## src/rtl/imc_pkg.sv

```systemverilog
package imc_pkg;
    typedef enum logic [2:0] {
        SEL_MASK     = 3'd0,
        SEL_RX_PKT   = 3'd1,
        SEL_RX_ABS   = 3'd2,
        SEL_TX_PKT   = 3'd3,
        SEL_TX_ABS   = 3'd4,
        SEL_THROTTLE = 3'd5
    } reg_sel_e;

    localparam int TIMER_N  = 4;
    localparam int T_RX_PKT = 0;
    localparam int T_RX_ABS = 1;
    localparam int T_TX_PKT = 2;
    localparam int T_TX_ABS = 3;
endpackage

```

## src/rtl/imc_prescaler.sv

```systemverilog
module imc_prescaler #(
    parameter int DIV = 51
) (
    input  logic clk,
    input  logic rst_n,
    output logic tick
);
    localparam int W = (DIV < 2) ? 1 : $clog2(DIV);

    logic [W-1:0] cnt_d, cnt_q;

    assign tick = (cnt_q == W'(DIV - 1));

    always_comb begin
        cnt_d = tick ? '0 : cnt_q + 1'b1;
    end

    always_ff @(posedge clk) begin
        if (!rst_n) cnt_q <= '0;
        else        cnt_q <= cnt_d;
    end
endmodule

```

## src/rtl/imc_delay_timer.sv

```systemverilog
module imc_delay_timer #(
    parameter int CNT_W   = 16,
    parameter bit RESTART = 1'b1
) (
    input  logic             clk,
    input  logic             rst_n,
    input  logic             tick,
    input  logic             evt,
    input  logic             cancel,
    input  logic [CNT_W-1:0] load_val,
    output logic             expire
);
    logic [CNT_W-1:0] cnt_d, cnt_q;
    logic             may_load;

    assign expire = tick && (cnt_q == CNT_W'(1));

    always_comb begin
        cnt_d = cnt_q;
        if (cancel)
            cnt_d = '0;
        else if (tick && cnt_q != '0)
            cnt_d = cnt_q - 1'b1;
        // restarting flavour reloads on any event, absolute flavour only when idle
        may_load = RESTART || (cnt_q == '0) || cancel;
        if (evt && load_val != '0 && may_load)
            cnt_d = load_val;
    end

    always_ff @(posedge clk) begin
        if (!rst_n) cnt_q <= '0;
        else        cnt_q <= cnt_d;
    end
endmodule

```

## src/rtl/imc_moderator.sv

```systemverilog
module imc_moderator #(
    parameter int CAUSE_W    = 8,
    parameter int TMR_W      = 16,
    parameter int TICK_NS    = 1024,
    parameter int CLK_NS     = 20,
    parameter int TXDW_BIT   = 0,
    parameter int RX_TMR_BIT = 7
) (
    input  logic               clk,
    input  logic               rst_n,
    input  logic               post_valid,
    input  logic [CAUSE_W-1:0] post_cause,
    input  logic               post_now,
    input  logic               rx_pkt_evt,
    input  logic               tx_pkt_evt,
    input  logic               reg_wr_en,
    input  logic [2:0]         reg_sel,
    input  logic [TMR_W-1:0]   reg_wdata,
    input  logic               cause_rd,
    output logic [CAUSE_W-1:0] cause_rd_data,
    output logic               irq,
    output logic               rx_wb_req,
    output logic               tx_wb_req
);
    import imc_pkg::*;

    localparam int RAW_DIV     = TICK_NS / CLK_NS;
    localparam int TICK_CYCLES = (RAW_DIV < 2) ? 2 : RAW_DIV;

    typedef struct packed {
        logic [CAUSE_W-1:0]             pend;
        logic [CAUSE_W-1:0]             mask;
        logic [TIMER_N-1:0][TMR_W-1:0]  dly;
        logic [TMR_W-1:0]               thr_val;
        logic [TMR_W-1:0]               thr_cnt;
        logic                           irq;
        logic                           rx_wb;
        logic                           tx_wb;
    } state_t;

    state_t s_d, s_q;

    logic               tick;
    logic [TIMER_N-1:0] expire;
    logic [TIMER_N-1:0] evt_v;
    logic [TIMER_N-1:0] cancel_v;
    logic               rx_fire, tx_fire;
    logic               thr_expire, allow, enabled;
    logic [CAUSE_W-1:0] new_c;

    imc_prescaler #(.DIV(TICK_CYCLES)) i_presc (
        .clk   (clk),
        .rst_n (rst_n),
        .tick  (tick)
    );

    assign rx_fire = expire[T_RX_PKT] | expire[T_RX_ABS];
    assign tx_fire = expire[T_TX_PKT] | expire[T_TX_ABS];

    for (genvar g = 0; g < TIMER_N; g++) begin : g_tmr
        localparam bit IS_RX = (g == T_RX_PKT) || (g == T_RX_ABS);
        localparam bit RST_K = (g == T_RX_PKT) || (g == T_TX_PKT);

        assign evt_v[g]    = IS_RX ? rx_pkt_evt : tx_pkt_evt;
        assign cancel_v[g] = IS_RX ? rx_fire : tx_fire;

        imc_delay_timer #(.CNT_W(TMR_W), .RESTART(RST_K)) i_tmr (
            .clk      (clk),
            .rst_n    (rst_n),
            .tick     (tick),
            .evt      (evt_v[g]),
            .cancel   (cancel_v[g]),
            .load_val (s_q.dly[g]),
            .expire   (expire[g])
        );
    end

    always_comb begin
        s_d       = s_q;
        s_d.rx_wb = rx_fire;
        s_d.tx_wb = tx_fire;

        new_c = '0;
        if (post_valid) new_c = post_cause;
        if (rx_fire)    new_c[RX_TMR_BIT] = 1'b1;
        if (tx_fire)    new_c[TXDW_BIT]   = 1'b1;
        s_d.pend = (cause_rd ? '0 : s_q.pend) | new_c;

        if (reg_wr_en) begin
            case (reg_sel_e'(reg_sel))
                SEL_MASK:     s_d.mask              = reg_wdata[CAUSE_W-1:0];
                SEL_RX_PKT:   s_d.dly[T_RX_PKT]     = reg_wdata;
                SEL_RX_ABS:   s_d.dly[T_RX_ABS]     = reg_wdata;
                SEL_TX_PKT:   s_d.dly[T_TX_PKT]     = reg_wdata;
                SEL_TX_ABS:   s_d.dly[T_TX_ABS]     = reg_wdata;
                SEL_THROTTLE: s_d.thr_val           = reg_wdata;
                default:      ;
            endcase
        end

        // throttle: release on idle, on the expiring tick, or on an immediate post
        thr_expire = tick && (s_q.thr_cnt == TMR_W'(1));
        allow      = (s_q.thr_cnt == '0) || thr_expire || (post_valid && post_now);
        enabled    = |(s_d.pend & s_d.mask);
        s_d.irq    = enabled && (s_q.irq || allow);

        if (tick && s_q.thr_cnt != '0)
            s_d.thr_cnt = s_q.thr_cnt - 1'b1;
        if (s_d.irq && !s_q.irq)
            s_d.thr_cnt = s_q.thr_val;
    end

    always_ff @(posedge clk) begin
        if (!rst_n) s_q <= '0;
        else        s_q <= s_d;
    end

    assign cause_rd_data = s_q.pend;
    assign irq           = s_q.irq;
    assign rx_wb_req     = s_q.rx_wb;
    assign tx_wb_req     = s_q.tx_wb;
endmodule

```

## config.mk

```make
export PLATFORM = sky130hd
export DESIGN_NAME = imc_moderator
export DESIGN_NICKNAME = d
export VERILOG_FILES = /design/src/rtl/imc_pkg.sv /design/src/rtl/imc_prescaler.sv /design/src/rtl/imc_delay_timer.sv /design/src/rtl/imc_moderator.sv
export SDC_FILE = /design/constraint.sdc
export NUM_CORES = 1
export LEC_CHECK = 0
export ABC_AREA = 0
export BUFFER_PORTS_ARGS = -buffer_cell sky130_fd_sc_hd__buf_2
export CORE_MARGIN = 3
export CORE_UTILIZATION = 35
export DETAILED_ROUTE_END_ITERATION = 10
export PLACE_DENSITY = 0.52
export SLEW_MARGIN = 20
export SYNTH_ARGS = -nofsm -noshare
export SYNTH_HDL_FRONTEND = slang
export SYNTH_HIERARCHICAL = 1
export SYNTH_SLANG_ARGS = --single-unit
export TNS_END_PERCENT = 1
```

## constraint.sdc

```tcl
create_clock -name clk -period 2.88 [get_ports clk]
set_input_delay 0 -clock clk [delete_from_list [all_inputs] [get_ports clk]]
set_output_delay 0 -clock clk [all_outputs]
set_load 0.005 [all_outputs]
```

# Word-level counts from Yosys, hierarchy flattened
# Index checks and enable logic that the tools add are counted.
classes:
  n_addsub: 6
  n_bitwise: 5
  n_reduce_logical: 50
  muxes: 25
  eq_ne: 11
op_table:
  columns: ["cell", "n"]
  rows:
  - ["$mux W16", 19]
  - ["$reduce_bool A16 Y1", 9]
  - ["$mux W88", 1]
  - ["$eq A16 B1 Y1 const B", 5]
  - ["$sub A16 B1 Y16 const B", 5]
  - ["$logic_not A16 Y1", 3]
  - ["$mux W8", 3]
  - ["$logic_and A1 B1 Y1", 19]
  - ["$reduce_bool A3 Y1", 4]
  - ["$reduce_and A2 Y1", 5]
  - ["$and A8 B8 Y8", 1]
  - ["$or A8 B8 Y8", 1]
  - ["$reduce_or A8 Y1", 1]
  - ["$add A6 B1 Y6 const B", 1]
  - ["$eq A3 B2 Y1 const B", 2]
  - ["$eq A3 B3 Y1 const B", 2]
  - ["$eq A6 B6 Y1 const B", 1]
  - ["$logic_or A1 B1 Y1", 5]
  - ["$eq A3 B1 Y1 const B", 1]
  - ["$logic_not A3 Y1", 1]
  - ["$mux W1", 2]
  - ["$or A1 B1 Y1", 2]
  - ["$reduce_bool A2 Y1", 1]
  - ["$reduce_or A2 Y1", 1]
  - ["2 further kinds", 2]
word_totals:
  word_cells: 113
  output_inout_bits: 11
  regBits: 185
  in_bits: 35

# Logic depth before layout (Yosys ltp)
logic_depth:
  word_depth: 10
  ltp_mapped: 14
  ltp_nobuf: 13

# Cells and area by module
# Netlist, hierarchy kept.
modules_own_cells:
  columns: ["mod", "seq_area_each_um2", "instances", "cells_each", "area_per_inst_um2"]
  rows:
  - ["imc_moderator", 2302.2, 1, 563, 4633.2]
  - ["imc_delay_timer at g_tmr[0].i_tmr ...", 320.3, 2, 141, 1136.1]
  - ["imc_delay_timer at g_tmr[1].i_tmr", 320.3, 1, 148, 1204.9]
  - ["imc_delay_timer at g_tmr[3].i_tmr", 320.3, 1, 140, 1197.4]
  - ["imc_prescaler", 120.1, 1, 27, 249.0]

# Worst setup path before layout
# Ideal clock, no wire load.
synth_timing:
  path_type: "register to register"
  start: "register i_presc.cnt_q[0]"
  end: "register s_q[16] (netlist bit)"
  setup_slack_ns: -0.167
  t_arrival_ns: 2.913
  path_buffers: 2
  stages_incl_launch_ff: 15
  synth_period_minus_slack_ns: 3.047
  setup_ns: 0.134
  required_time_ns: 2.746
  path_cell_list: "dfxtp_1 inv_1 ha_1 nand4b_1 nor2_1 clkbuf_1 nand2_1 nor4_1 or2_2 a221oi_1 o22ai_1 or4_1 nand2_1 buf_2 a211oi_1"
synth_between:
  elab_chain_len: 10
  word_cells_on_any_way: 21
  cone_classes: "eq/ne: 1; mux: 3; bitwise: 4; reduce/logical: 13"
synth_rtl:
  columns: ["item", "line_no", "source"]
  rows:
  - ["start: declaration", "imc_prescaler.sv:10", "logic [W-1:0] cnt_d, cnt_q;"]
  - ["start signal: assignment", "imc_prescaler.sv:20", "else cnt_q <= cnt_d;"]
  - ["$eq A6 B6 Y1 *", "imc_prescaler.sv:12", "assign tick = (cnt_q == W'(DIV - 1));"]
  - ["via tick", "imc_moderator.sv:43", "logic tick;"]
  - ["$logic_and A1 B1 Y1 *", "imc_delay_timer.sv:16", "assign expire = tick && (cnt_q == CNT_W'(1));"]
  - ["via expire[0]", "imc_moderator.sv:44", "logic [TIMER_N-1:0] expire;"]
  - ["$or A1 B1 Y1 *", "imc_moderator.sv:57", "assign rx_fire = expire[T_RX_PKT] | expire[T_RX_ABS];"]
  - ["via rx_fire", "imc_moderator.sv:47", "logic rx_fire, tx_fire;"]
  - ["$mux W1 *", "imc_moderator.sv:85", "if (rx_fire) new_c[RX_TMR_BIT] = 1'b1;"]
  - ["$or A8 B8 Y8 *", "imc_moderator.sv:87", "s_d.pend = (cause_rd ? '0 : s_q.pend) | new_c;"]
  - ["$and A8 B8 Y8 *", "imc_moderator.sv:104", "enabled = |(s_d.pend & s_d.mask);"]
  - ["$reduce_or A8 Y1 *", "imc_moderator.sv:104", null]
  - ["$logic_and A1 B1 Y1 *", "imc_moderator.sv:105", "s_d.irq = enabled && (s_q.irq || allow);"]
  - ["$logic_and A1 B1 Y1 *", "imc_moderator.sv:109", "if (s_d.irq && !s_q.irq)"]
  - ["$mux W16 or $reduce_bool A2 Y1 (tied branches)", null, null]
  - ["end signal: assignment", "imc_moderator.sv:114", "if (!rst_n) s_q <= '0;"]
  - ["end signal: assignment", "imc_moderator.sv:115", "else s_q <= s_d;"]
  - ["end: declaration", "imc_moderator.sv:41", "state_t s_d, s_q;"]
# The timed path passes the listed nets; every way through them passes the cells marked *.
# A chain may end at the register's enable or synchronous reset.

# Worst setup path after layout
layout_timing:
  start: "register i_presc.cnt_q[0]"
  end: "register s_q[8] (netlist bit)"
# Same word-level chain as after synthesis.

==> out/qor.csv <==
metric,value,unit
status,"finished, final reports clean",
final setup vio count,0,
CTS root buffer,clkbuf_16,
drt via density,5.53,
site row count,59,
critical path's most frequent cell,nor3_1,
WHS,76.8,ps
CP required,3230,ps
final hold violations,0,
Leak,4.10,nW
Die Area,0.0293,mm²
"Seq/Total Area, Yosys",0.388,
Critical Path Fanout Max,8,
initial antenna violation count,2,
CP Capture Type,flip-flop,
PwrDens,857,mW/mm²
DRC Markers,0,
Worst Hold Class,in -> reg,
CP Buf/Inv Count,3,
drt initial violations,558,
fraction of registers with async set/reset,0,
vias,8709,
Worst Max-Slew Pin Slew,957,ps
Die W,171,µm
RSZ-0062 raised after global routing,true,
port bufs,45,
largest net degree at the start of global routing,53,
post-layout instance area,0.0111,mm²
Routed Antenna Nets,0,
Clock Sinks,185,
Mapped Area,0.00956,mm²
most frequent cell after synthesis,nand2_1,
"Clk Latency, worst-skew pair",440,ps
number of flops mapped to enable cells by yosys,0,
n_diodes,0,
Max VDD drop,677,µV
clock buffer depth,2,
Worst-path clk slew,80,ps
Yosys cell types,86,
share of cells above drive strength 1,0.156,
"Cell Chain, Critical Path","inv_1, ha_1, nand4b_1, nor2_4, nand3_1, nor3_1, nor4bb_1, or2_4, a221oi_4, o22ai_2, buf_4, nor4_4, buf_6, nor3_1, a211oi_1",
drt wl/cell,17.8,µm
Max Clock Freq,0.364,GHz
Yosys reg bits,185,
top post-synthesis cells by area,"dfxtp_1 39%, nand2_1 9.2%, a21oi_1 6.0%, nor2_1 2.5%, nor4_1 2.2%",
slowest CP cell,nor4_4,
crit path time final,2750,ps
Clock H-tree levels,4,
Mean Syn Cell Area,8.24,µm²
GRT overflow,0,
drt first pass iters,5,
ys flop type,dfxtp_1,
area added between synthesis and finish,16.3,%
"slowest stage delay, CP",390,ps
relative slew slack,0.360,
Core Region,0.0264,mm²
biggest area consumer among synthesized cells,dfxtp_1,
initial core utilization,0.362,
vias in the first global route,8225,
final clock skew,17.7,ps
GPL Wtd Cong,0.876,
I/O pin count,46,
gr usage total,0.191,
part of the cycle the worst path needs,0.953,
syn nets,1210,
synth cell count leaders,"234 x nand2_1, 185 x dfxtp_1, 115 x a21oi_1, 63 x nor2_1",
CP arrival,3090,ps
CTS tree,built,
DP Wirelength,19.2,mm
"Slew Viols, Final",0,
final net count,1278,
TritonCTS Buffers,17,
max cap viols,0,
first-pass GRT wire length,45.0,mm
final WL,28.0,mm
Post-Synthesis Cells,1160,
Placed Area,0.0101,mm²
"CP delay by family, top",simple AND/OR/NAND/NOR gates,
Syn. warnings,6,
R2R Setup Slk,130,ps
CP Launch Type,flip-flop,
Yosys top cell area share,0.388,
Die Y,171,µm
CP Class,reg -> reg,
## registers in the layout, indices dropped and copies added, names as in the netlist
signal and count:
rx_wb_req 1, irq 1, i_presc/cnt_q 6, s_q 104
tx_wb_req 1, cause_rd_data 8, g_tmr.i_tmr/cnt_q 64
## final timing paths
| path | start | endpoint | cells after the start |
|---|---|---|---|
| setup reg to reg | i_presc/cnt_q[0]$_SDFF_PP0_ | s_q[8]$_SDFFE_PN0P_ | 15 |
| setup / recovery | i_presc/cnt_q[0]$_SDFF_PP0_ | s_q[8]$_SDFFE_PN0P_ | 15 |
| hold reg to reg | s_q[29]$_SDFFE_PN0P_ | s_q[13]$_SDFFE_PN0P_ | 2 |
| hold / removal | post_valid | cause_rd_data[4]$_SDFF_PN0_ | 3 |
## cell families (layout without fill, tap and decap cells)
group                    Yosys count  count (layout)  share of synthesized area
adder cells (fa/ha/maj)           15              15                     0.0196
multiplexers                      11              11                     0.0117
flip-flops                       185             185                      0.388
XOR/XNOR                          39              39                     0.0357
AND/OR/NAND/NOR                  494             494                      0.269
buffers and inverters            101             182                     0.0566
AO/OA/AOI/OAI                    315             315                      0.220
## metal layers
metal	track usage	routed length (µm)	vias to the layer above
li1	-	-	4326
met1	0.262	13400	4147
met2	0.311	12900	202
met3	0.0382	1230	30
met4	0.0486	443	4
met5	0	21	-
## metrics by stage
| stage | setup TNS, ps | instances | util | total power (W) | setup slack, ps |
|---|---|---|---|---|---|
| 3_3_place_gp | 0 | 1512 | 0.384 | 0.00716 | 92.9 |
| 3_5_place_dp | 0 | 1512 | 0.384 | 0.00715 | 30.1 |
| 4_1_cts | 0 | 1573 | 0.416 | 0.00952 | 24.4 |
| 2_1_floorplan | 0 | 1160 | - | 0.00624 | 26.4 |
| 5_1_grt | -117 | 1576 | 0.420 | 0.0101 | -28.9 |
| 6_report | 0 | 1576 | 0.420 | 0.00952 | 135 |
## power breakdown
part | switching, W | total (W) | internal (W) | leakage, nW
Clock | 0.00115 | 0.00233 | 0.00118 | 0.279
Sequential | 0.000295 | 0.00309 | 0.00279 | 1.50
Combinational | 0.00236 | 0.00411 | 0.00175 | 2.32
Total | 0.00380 | 0.00952 | 0.00572 | 4.10
## placed cells by master, fill, tap and decap left out, drive strengths merged, types with 20 or more instances in the layout
| cell type | count |
|---|---|
| xor2 | 21 |
| a21boi | 24 |
| a22oi | 20 |
| o31ai | 25 |
| buf | 96 |
| nand2 | 237 |
| nor3 | 38 |
| a21oi | 118 |
| nor2 | 63 |
| dfxtp | 185 |
| o21ai | 41 |
| inv | 35 |
| dlygate4sd3 | 29 |
| nor4 | 46 |
## final cells by class
cell class / count / area [µm²]
Clock inverter: 13 / 121
Fill cell: 2738 / 15300
Sequential cell: 185 / 3710
Clock buffer: 19 / 443
Tap cell: 335 / 419
Multi-Input combinational cell: 874 / 5400
Inverter: 25 / 93.8
Timing Repair Buffer: 125 / 927
## timing repair
item / CTS / global route
setup buffers: 0 / 2
hold buffers: 29 / 0
endpoints found under the hold margin: 94 / 0
setup endpoints to repair: 0 / 27
resized for setup: 0 / 19
## tightest hold or removal path: cells and delay by family
family,cells,cell delay (ps)
simple gates,1,80
compound gates,1,140
buf+inv,1,260
Note: power is estimated with default switching activity, not from simulation.
